`config.mk`:
```
export PLATFORM = sky130hd
export DESIGN_NAME = oq_desc_queue
export DESIGN_NICKNAME = d
export VERILOG_FILES = /design/src/rtl/oq_pkg.sv /design/src/rtl/oq_ring_ctrl.sv /design/src/rtl/oq_desc_store.sv /design/src/rtl/oq_status.sv /design/src/rtl/oq_desc_queue.sv
export SDC_FILE = /design/constraint.sdc
export NUM_CORES = 1
export LEC_CHECK = 0
export BUFFER_PORTS_ARGS = -buffer_cell sky130_fd_sc_hd__buf_2
export CAP_MARGIN = 20
export CORE_UTILIZATION = 26
export CTS_BUF_LIST = sky130_fd_sc_hd__clkbuf_4 sky130_fd_sc_hd__clkbuf_8
export DETAILED_ROUTE_END_ITERATION = 16
export REMOVE_ABC_BUFFERS = 1
export SLEW_MARGIN = 20
export SYNTH_ARGS = -nofsm -noshare
export SYNTH_HDL_FRONTEND = slang
export SYNTH_HIERARCHICAL = 1
export SYNTH_SLANG_ARGS = --single-unit
```
`constraint.sdc`:
```
create_clock -name clk -period 73.9 [get_ports clk]
set_input_delay 14.78 -clock clk [delete_from_list [all_inputs] [get_ports clk]]
set_output_delay 14.78 -clock clk [all_outputs]
set_load 0.02 [all_outputs]
```
`src/rtl/oq_pkg.sv`:
```
package oq_pkg;
    localparam int DEST_W = 16;
    localparam int MBOX_W = 2;
    localparam int LEN_W  = 13;
    localparam int SIZE_W = 4;

    // mode word bit positions
    localparam int MD_EN       = 0;
    localparam int MD_INC      = 1;
    localparam int MD_EOMIE    = 5;
    localparam int MD_SIZE_LSB = 12;

    // status word bit positions
    localparam int ST_QE   = 0;
    localparam int ST_EOM  = 1;
    localparam int ST_BUSY = 2;
    localparam int ST_QFI  = 4;
    localparam int ST_QOI  = 5;
    localparam int ST_TE   = 7;
    localparam logic [7:0] ST_STICKY = 8'hB3;

    typedef enum logic [1:0] {
        REG_MODE = 2'd0,
        REG_STAT = 2'd1,
        REG_DEQ  = 2'd2,
        REG_ENQ  = 2'd3
    } oq_reg_e;

    typedef struct packed {
        logic [DEST_W-1:0] dest;
        logic [MBOX_W-1:0] mbox;
        logic [LEN_W-1:0]  len;
    } oq_desc_t;

    typedef struct packed {
        logic te;
        logic qoi;
        logic qfi;
        logic eom;
        logic qe;
    } oq_evt_t;

    // smallest power of two not below len, never under 8
    function automatic logic [LEN_W:0] round_len(input logic [LEN_W-1:0] len);
        logic [LEN_W:0] r;
        r = (LEN_W+1)'(8);
        for (int i = 0; i < LEN_W; i++)
            if (r < {1'b0, len}) r = r << 1;
        return r;
    endfunction
endpackage

```
`src/rtl/oq_ring_ctrl.sv`:
```
module oq_ring_ctrl
    import oq_pkg::*;
#(
    parameter int MAX_LOG2 = 5
) (
    input  logic                clk,
    input  logic                rst,
    input  logic [SIZE_W-1:0]   size_f,
    input  logic                inc,
    input  logic                done,
    output logic [MAX_LOG2-1:0] enq_slot,
    output logic [MAX_LOG2-1:0] deq_slot,
    output logic [MAX_LOG2:0]   count,
    output logic [MAX_LOG2:0]   last,
    output logic                nonempty,
    output logic                evt_qoi,
    output logic                evt_qfi,
    output logic                evt_qe
);
    localparam int CW = MAX_LOG2 + 1;

    logic [MAX_LOG2-1:0] mask;
    logic [CW-1:0]       count_nx;
    logic                accept;

    always_comb begin
        int lg;
        lg = int'(size_f) + 1;
        if (lg > MAX_LOG2) lg = MAX_LOG2;
        last = (CW'(1) << lg) - CW'(1);
    end

    assign mask     = last[MAX_LOG2-1:0];
    assign accept   = inc && (count != last);
    assign evt_qoi  = inc && (count == last);
    assign count_nx = count + CW'(accept) - CW'(done);
    assign evt_qfi  = (count_nx == last) && (count != last);
    assign evt_qe   = (count_nx == '0) && (count != '0);
    assign nonempty = (count != '0);

    always_ff @(posedge clk) begin
        if (rst) begin
            enq_slot <= '0;
            deq_slot <= '0;
            count    <= '0;
        end else begin
            if (accept) enq_slot <= (enq_slot + 1'b1) & mask;
            if (done)   deq_slot <= (deq_slot + 1'b1) & mask;
            count <= count_nx;
        end
    end
endmodule

```
`src/rtl/oq_desc_store.sv`:
```
module oq_desc_store
    import oq_pkg::*;
#(
    parameter int MAX_LOG2 = 5
) (
    input  logic                clk,
    input  logic                wr_en,
    input  logic [MAX_LOG2-1:0] wr_slot,
    input  oq_desc_t            wr_desc,
    input  logic [MAX_LOG2-1:0] rd_slot,
    output oq_desc_t            rd_desc
);
    localparam int DEPTH = 1 << MAX_LOG2;

    oq_desc_t mem [DEPTH];

    always_ff @(posedge clk) begin
        if (wr_en) mem[wr_slot] <= wr_desc;
    end

    assign rd_desc = mem[rd_slot];
endmodule

```
`src/rtl/oq_status.sv`:
```
module oq_status
    import oq_pkg::*;
(
    input  logic       clk,
    input  logic       rst,
    input  oq_evt_t    evt,
    input  logic       clr_we,
    input  logic [7:0] clr_mask,
    input  logic       busy,
    output logic [7:0] status
);
    logic [7:0] sticky;
    logic [7:0] set_v;
    logic [7:0] clr_v;

    always_comb begin
        set_v         = '0;
        set_v[ST_TE]  = evt.te;
        set_v[ST_QOI] = evt.qoi;
        set_v[ST_QFI] = evt.qfi;
        set_v[ST_EOM] = evt.eom;
        set_v[ST_QE]  = evt.qe;
        clr_v         = clr_we ? (clr_mask & ST_STICKY) : 8'h00;
    end

    always_ff @(posedge clk) begin
        if (rst) sticky <= '0;
        else     sticky <= (sticky & ~clr_v) | set_v;
    end

    always_comb begin
        status          = sticky;
        status[ST_BUSY] = busy;
    end
endmodule

```
`src/rtl/oq_desc_queue.sv`:
```
module oq_desc_queue
    import oq_pkg::*;
#(
    parameter int          MAX_LOG2  = 5,
    parameter logic [31:0] RING_BASE = 32'h0001_0000
) (
    input  logic                clk,
    input  logic                rst,
    input  logic                reg_we,
    input  logic [1:0]          reg_addr,
    input  logic [31:0]         reg_wdata,
    output logic [31:0]         reg_rdata,
    input  logic                dw_en,
    input  logic [MAX_LOG2-1:0] dw_slot,
    input  logic [DEST_W-1:0]   dw_dest,
    input  logic [MBOX_W-1:0]   dw_mbox,
    input  logic [LEN_W-1:0]    dw_len,
    output logic                tx_valid,
    output logic [DEST_W-1:0]   tx_dest,
    output logic [MBOX_W-1:0]   tx_mbox,
    output logic [LEN_W:0]      tx_size,
    input  logic                tx_done,
    input  logic                tx_err
);
    logic                en, eomie;
    logic [SIZE_W-1:0]   size_f;
    logic                mode_wr, stat_wr, inc, done;
    logic [MAX_LOG2-1:0] enq_slot, deq_slot;
    logic [MAX_LOG2:0]   count, last;
    logic                nonempty, ring_qoi, ring_qfi, ring_qe;
    logic [7:0]          status;
    oq_evt_t             evt;
    oq_desc_t            wr_desc, rd_desc;

    assign mode_wr = reg_we && (oq_reg_e'(reg_addr) == REG_MODE);
    assign stat_wr = reg_we && (oq_reg_e'(reg_addr) == REG_STAT);
    assign inc     = mode_wr && reg_wdata[MD_INC];

    always_ff @(posedge clk) begin
        if (rst) begin
            en     <= 1'b0;
            eomie  <= 1'b0;
            size_f <= '0;
        end else if (mode_wr) begin
            en     <= reg_wdata[MD_EN];
            eomie  <= reg_wdata[MD_EOMIE];
            size_f <= reg_wdata[MD_SIZE_LSB +: SIZE_W];
        end
    end

    assign tx_valid = en && nonempty;
    assign done     = tx_valid && tx_done;

    oq_ring_ctrl #(.MAX_LOG2(MAX_LOG2)) u_ring (
        .clk(clk), .rst(rst), .size_f(size_f), .inc(inc), .done(done),
        .enq_slot(enq_slot), .deq_slot(deq_slot), .count(count), .last(last),
        .nonempty(nonempty), .evt_qoi(ring_qoi), .evt_qfi(ring_qfi), .evt_qe(ring_qe)
    );

    assign wr_desc = '{dest: dw_dest, mbox: dw_mbox, len: dw_len};

    oq_desc_store #(.MAX_LOG2(MAX_LOG2)) u_store (
        .clk(clk), .wr_en(dw_en), .wr_slot(dw_slot), .wr_desc(wr_desc),
        .rd_slot(deq_slot), .rd_desc(rd_desc)
    );

    assign tx_dest = rd_desc.dest;
    assign tx_mbox = rd_desc.mbox;
    assign tx_size = round_len(rd_desc.len);

    always_comb begin
        evt.te  = done && tx_err;
        evt.eom = done && !tx_err && eomie;
        evt.qoi = ring_qoi;
        evt.qfi = ring_qfi;
        evt.qe  = ring_qe;
    end

    oq_status u_status (
        .clk(clk), .rst(rst), .evt(evt), .clr_we(stat_wr),
        .clr_mask(reg_wdata[7:0]), .busy(tx_valid), .status(status)
    );

    always_comb begin
        reg_rdata = '0;
        case (oq_reg_e'(reg_addr))
            REG_MODE: begin
                reg_rdata[MD_EN]                     = en;
                reg_rdata[MD_EOMIE]                  = eomie;
                reg_rdata[MD_SIZE_LSB +: SIZE_W]     = size_f;
            end
            REG_STAT: reg_rdata[7:0] = status;
            REG_DEQ:  reg_rdata = RING_BASE + (32'(deq_slot) << 5);
            default:  reg_rdata = RING_BASE + (32'(enq_slot) << 5);
        endcase
    end
endmodule

```
==> impl_metrics.prom <==
# TYPE chip_impl_metric gauge
chip_impl_metric{name="post_synth.cell_area_avg",unit="sq um"} 15.0
chip_impl_metric{name="detail_route.drc_violations",unit=""} 0
chip_impl_metric{name="path_clk_slew",unit="ps"} 60
chip_impl_info{name="setup.worst_path.start_class",value="flip-flop"} 1
chip_impl_metric{name="share_seq_of_total_power",unit=""} 0.547
chip_impl_metric{name="drive_above_1_share",unit=""} 0.152
chip_impl_metric{name="timing.final.hold_violations",unit=""} 0
chip_impl_metric{name="share_clk_of_total_power",unit=""} 0.392
chip_impl_metric{name="power_switching",unit="mW"} 0.267
chip_impl_metric{name="share_of_total_power_in_combinational_logic",unit=""} 0.061
chip_impl_metric{name="tritoncts.num_buffers",unit=""} 165
chip_impl_metric{name="timing.max_cap.violations",unit=""} 0
chip_impl_metric{name="power",unit="mW"} 1.18
chip_impl_metric{name="design.die.area",unit="sq um"} 173000
chip_impl_metric{name="routedWlPerCell",unit="um"} 20.9
chip_impl_metric{name="io_pins",unit=""} 141
chip_impl_metric{name="worst_clock_skew",unit="ps"} 8.90
chip_impl_metric{name="final_antenna_net_count",unit=""} 0
chip_impl_metric{name="cell_internal_pwr",unit="mW"} 0.912
chip_impl_metric{name="post-cts-setup-buffer-count",unit=""} 0
chip_impl_metric{name="cp_data_arrival_time",unit="ps"} 32230
chip_impl_metric{name="detailedPlacementHpwl",unit="um"} 65800
chip_impl_metric{name="reg2reg_depth",unit=""} 22
chip_impl_info{name="final_cell_mix",value="sky130_fd_sc_hd__edfxtp_1 (992), sky130_fd_sc_hd__mux2i_1 (520), sky130_fd_sc_hd__nand2_1 (166), sky130_fd_sc_hd__clkbuf_8 (166), sky130_fd_sc_hd__a21oi_1 (157)"} 1
chip_impl_info{name="cpMostUsedCell",value="sky130_fd_sc_hd__ha_1"} 1
chip_impl_metric{name="finalWirelength",unit="um"} 115000
chip_impl_metric{name="postCtsResizedCells",unit=""} 0
chip_impl_metric{name="cp.required",unit="ps"} 59120
chip_impl_metric{name="max_clock_freq",unit="MHz"} 21.3
chip_impl_metric{name="worstHoldPathCells",unit=""} 2
chip_impl_metric{name="first_global_vias",unit=""} 25800
chip_impl_metric{name="worst_skew_pair.late_latency",unit="ps"} 810
chip_impl_metric{name="grt_max_degree",unit=""} 65
chip_impl_metric{name="chipHeight",unit="um"} 416
chip_impl_metric{name="finalSetupTns",unit="ps"} 0
chip_impl_metric{name="buffer_ports.inserted",unit=""} 96
chip_impl_metric{name="post_cts_hold_buffer_count",unit=""} 0
chip_impl_metric{name="placement_rows",unit=""} 151
chip_impl_metric{name="setup-violations-final",unit=""} 0
chip_impl_info{name="min-delay-path-class",value="flip-flop to flip-flop"} 1
chip_impl_info{name="rsz0062_at_grt",value="no"} 1
chip_impl_metric{name="globalRoute.totalOverflow",unit=""} 0
chip_impl_metric{name="worst_path_fanout_max",unit=""} 52
chip_impl_metric{name="crit_path_max_incr_delay",unit="ps"} 890
chip_impl_metric{name="die_width",unit="um"} 416
chip_impl_metric{name="worst_slew_pin_slew",unit="ps"} 1050
chip_impl_info{name="setup.worst_path.end_class",value="output port"} 1
chip_impl_metric{name="drtIter0Drc",unit=""} 2082
chip_impl_metric{name="fin_crit",unit="ps"} 47010
chip_impl_metric{name="grt_first_pass_wirelength",unit="um"} 167000
chip_impl_metric{name="placed_cell_area",unit="sq um"} 47800
chip_impl_metric{name="maxSlewHeadroom",unit=""} 0.296
chip_impl_metric{name="globalRouteTotalUtil",unit=""} 0.129
chip_impl_metric{name="tritoncts_num_sinks",unit=""} 1019
chip_impl_metric{name="core",unit="sq um"} 170000
chip_impl_metric{name="routed-via-count",unit=""} 26200
chip_impl_info{name="clock_tree_from_tritoncts",value="done"} 1
chip_impl_metric{name="power.ir.vdd_worst",unit="mV"} 0.0185
chip_impl_metric{name="drt_pass1_iterations",unit=""} 5
chip_impl_metric{name="grt_antenna_before_repair",unit=""} 20
chip_impl_info{name="outcome",value="finished clean"} 1
chip_impl_info{name="path_class",value="flip-flop to output port"} 1
chip_impl_metric{name="via_per_inst",unit=""} 4.77
chip_impl_metric{name="maxSlewViolCount",unit=""} 0
chip_impl_metric{name="yosysWarnings",unit=""} 6
chip_impl_metric{name="cts_max_path_buffers",unit=""} 3
chip_impl_metric{name="syn2layout_area_growth",unit="%"} 14.1
chip_impl_metric{name="finalInstanceArea",unit="sq um"} 50900
chip_impl_info{name="clock_tree.root_cell",value="sky130_fd_sc_hd__clkbuf_8"} 1
chip_impl_metric{name="sequential_cell_area",unit="sq um"} 30300
chip_impl_info{name="critPathSlowestCell",value="sky130_fd_sc_hd__dfxtp_4"} 1
chip_impl_metric{name="start_util",unit=""} 0.263
chip_impl_info{name="most_common_cell_after_layout_fill_and_taps_aside",value="sky130_fd_sc_hd__edfxtp_1"} 1
chip_impl_metric{name="layout.nets",unit=""} 3325
chip_impl_metric{name="finalWeightedCongestion",unit=""} 0.830
chip_impl_metric{name="synth.cell_area",unit="sq um"} 44600
chip_impl_metric{name="fin_crit_sh",unit=""} 0.636
chip_impl_metric{name="synthCells",unit=""} 2977
chip_impl_metric{name="p_leak",unit="nW"} 16.1
chip_impl_metric{name="fillers",unit=""} 16700
chip_impl_metric{name="cellPowerDensity",unit="nW/um^2"} 23.2
chip_impl_metric{name="multi_input_comb_area",unit="sq um"} 13400
chip_impl_metric{name="power.share.switching",unit=""} 0.227
chip_impl_metric{name="cts_h_tree_lvls",unit=""} 4
[sequential cells by signal (all words and copies together) (netlist names)]
register	flops
en	1
u_store/mem	992
eomie	1
size_f	4
u_status/sticky	5
u_ring/enq_slot	5
u_ring/deq_slot	5
u_ring/count	6
[final timing paths]
| check | start | end | slack [ps] |
|---|---|---|---|
| worst max-delay path | u_ring/deq_slot[0] | tx_size[11] | 26890 |
| worst min register to register | u_status/sticky[5] | u_status/sticky[5] | 480 |
| worst min-delay path | u_status/sticky[5] | u_status/sticky[5] | 480 |
| worst max register to register | size_f[2] | u_status/sticky[4] | 68100 |
[per-stage QoR]
stage               hold slack [ps]  setup slack, ps   util  cells
finish                          478            26890  0.300   5498
detailed placement              473            28220  0.281   5202
global placement                464            28340  0.281   5202
global route                    512            24470  0.300   5496
CTS                             481            27160  0.299   5492
floorplan                       436            17980      -   2825
[area by class of cell]
type / instances / share of cell area
inverter: 69 / 0.00509
clock buffer: 220 / 0.0528
timing repair buffer: 161 / 0.0198
tap: 2218 / 0.0545
antenna: 4 / 0.000197
sequential: 1019 / 0.596
multi-input combinational: 1737 / 0.264
clock inverter: 70 / 0.00828
[worst max-delay path, delay by kind of cell (launching register included)]
| family | cells | cell delay [ps] |
|---|---|---|
| fa+ha+maj | 13 | 3650 |
| buf+inv | 12 | 3660 |
| xor+xnor | 2 | 940 |
| flops | 1 | 890 |
| simple gates | 25 | 6610 |
| compound gates | 50 | 13010 |
| mux | 6 | 2380 |
[power groups by stage]
stage	combinational [mW]	clock [mW]	sequential, mW
2_1_floorplan	0.0601	0	0.659
5_1_grt	0.0790	0.498	0.646
3_5_place_dp	0.0714	0	0.657
3_3_place_gp	0.0701	0	0.657
4_1_cts	0.0717	0.473	0.645
6_report	0.0715	0.462	0.645
[per-layer routing]
layer	vias to the layer above	share of wire	wire length [um]	track usage
met3	216	0.052	5930	0.0239
met1	13200	0.43	49000	0.164
met5	-	0.00034	39	0
met4	6	0.029	3320	0.0469
li1	12000	-	-	-
met2	755	0.49	56400	0.219
Power figures use the tool's default switching activity.
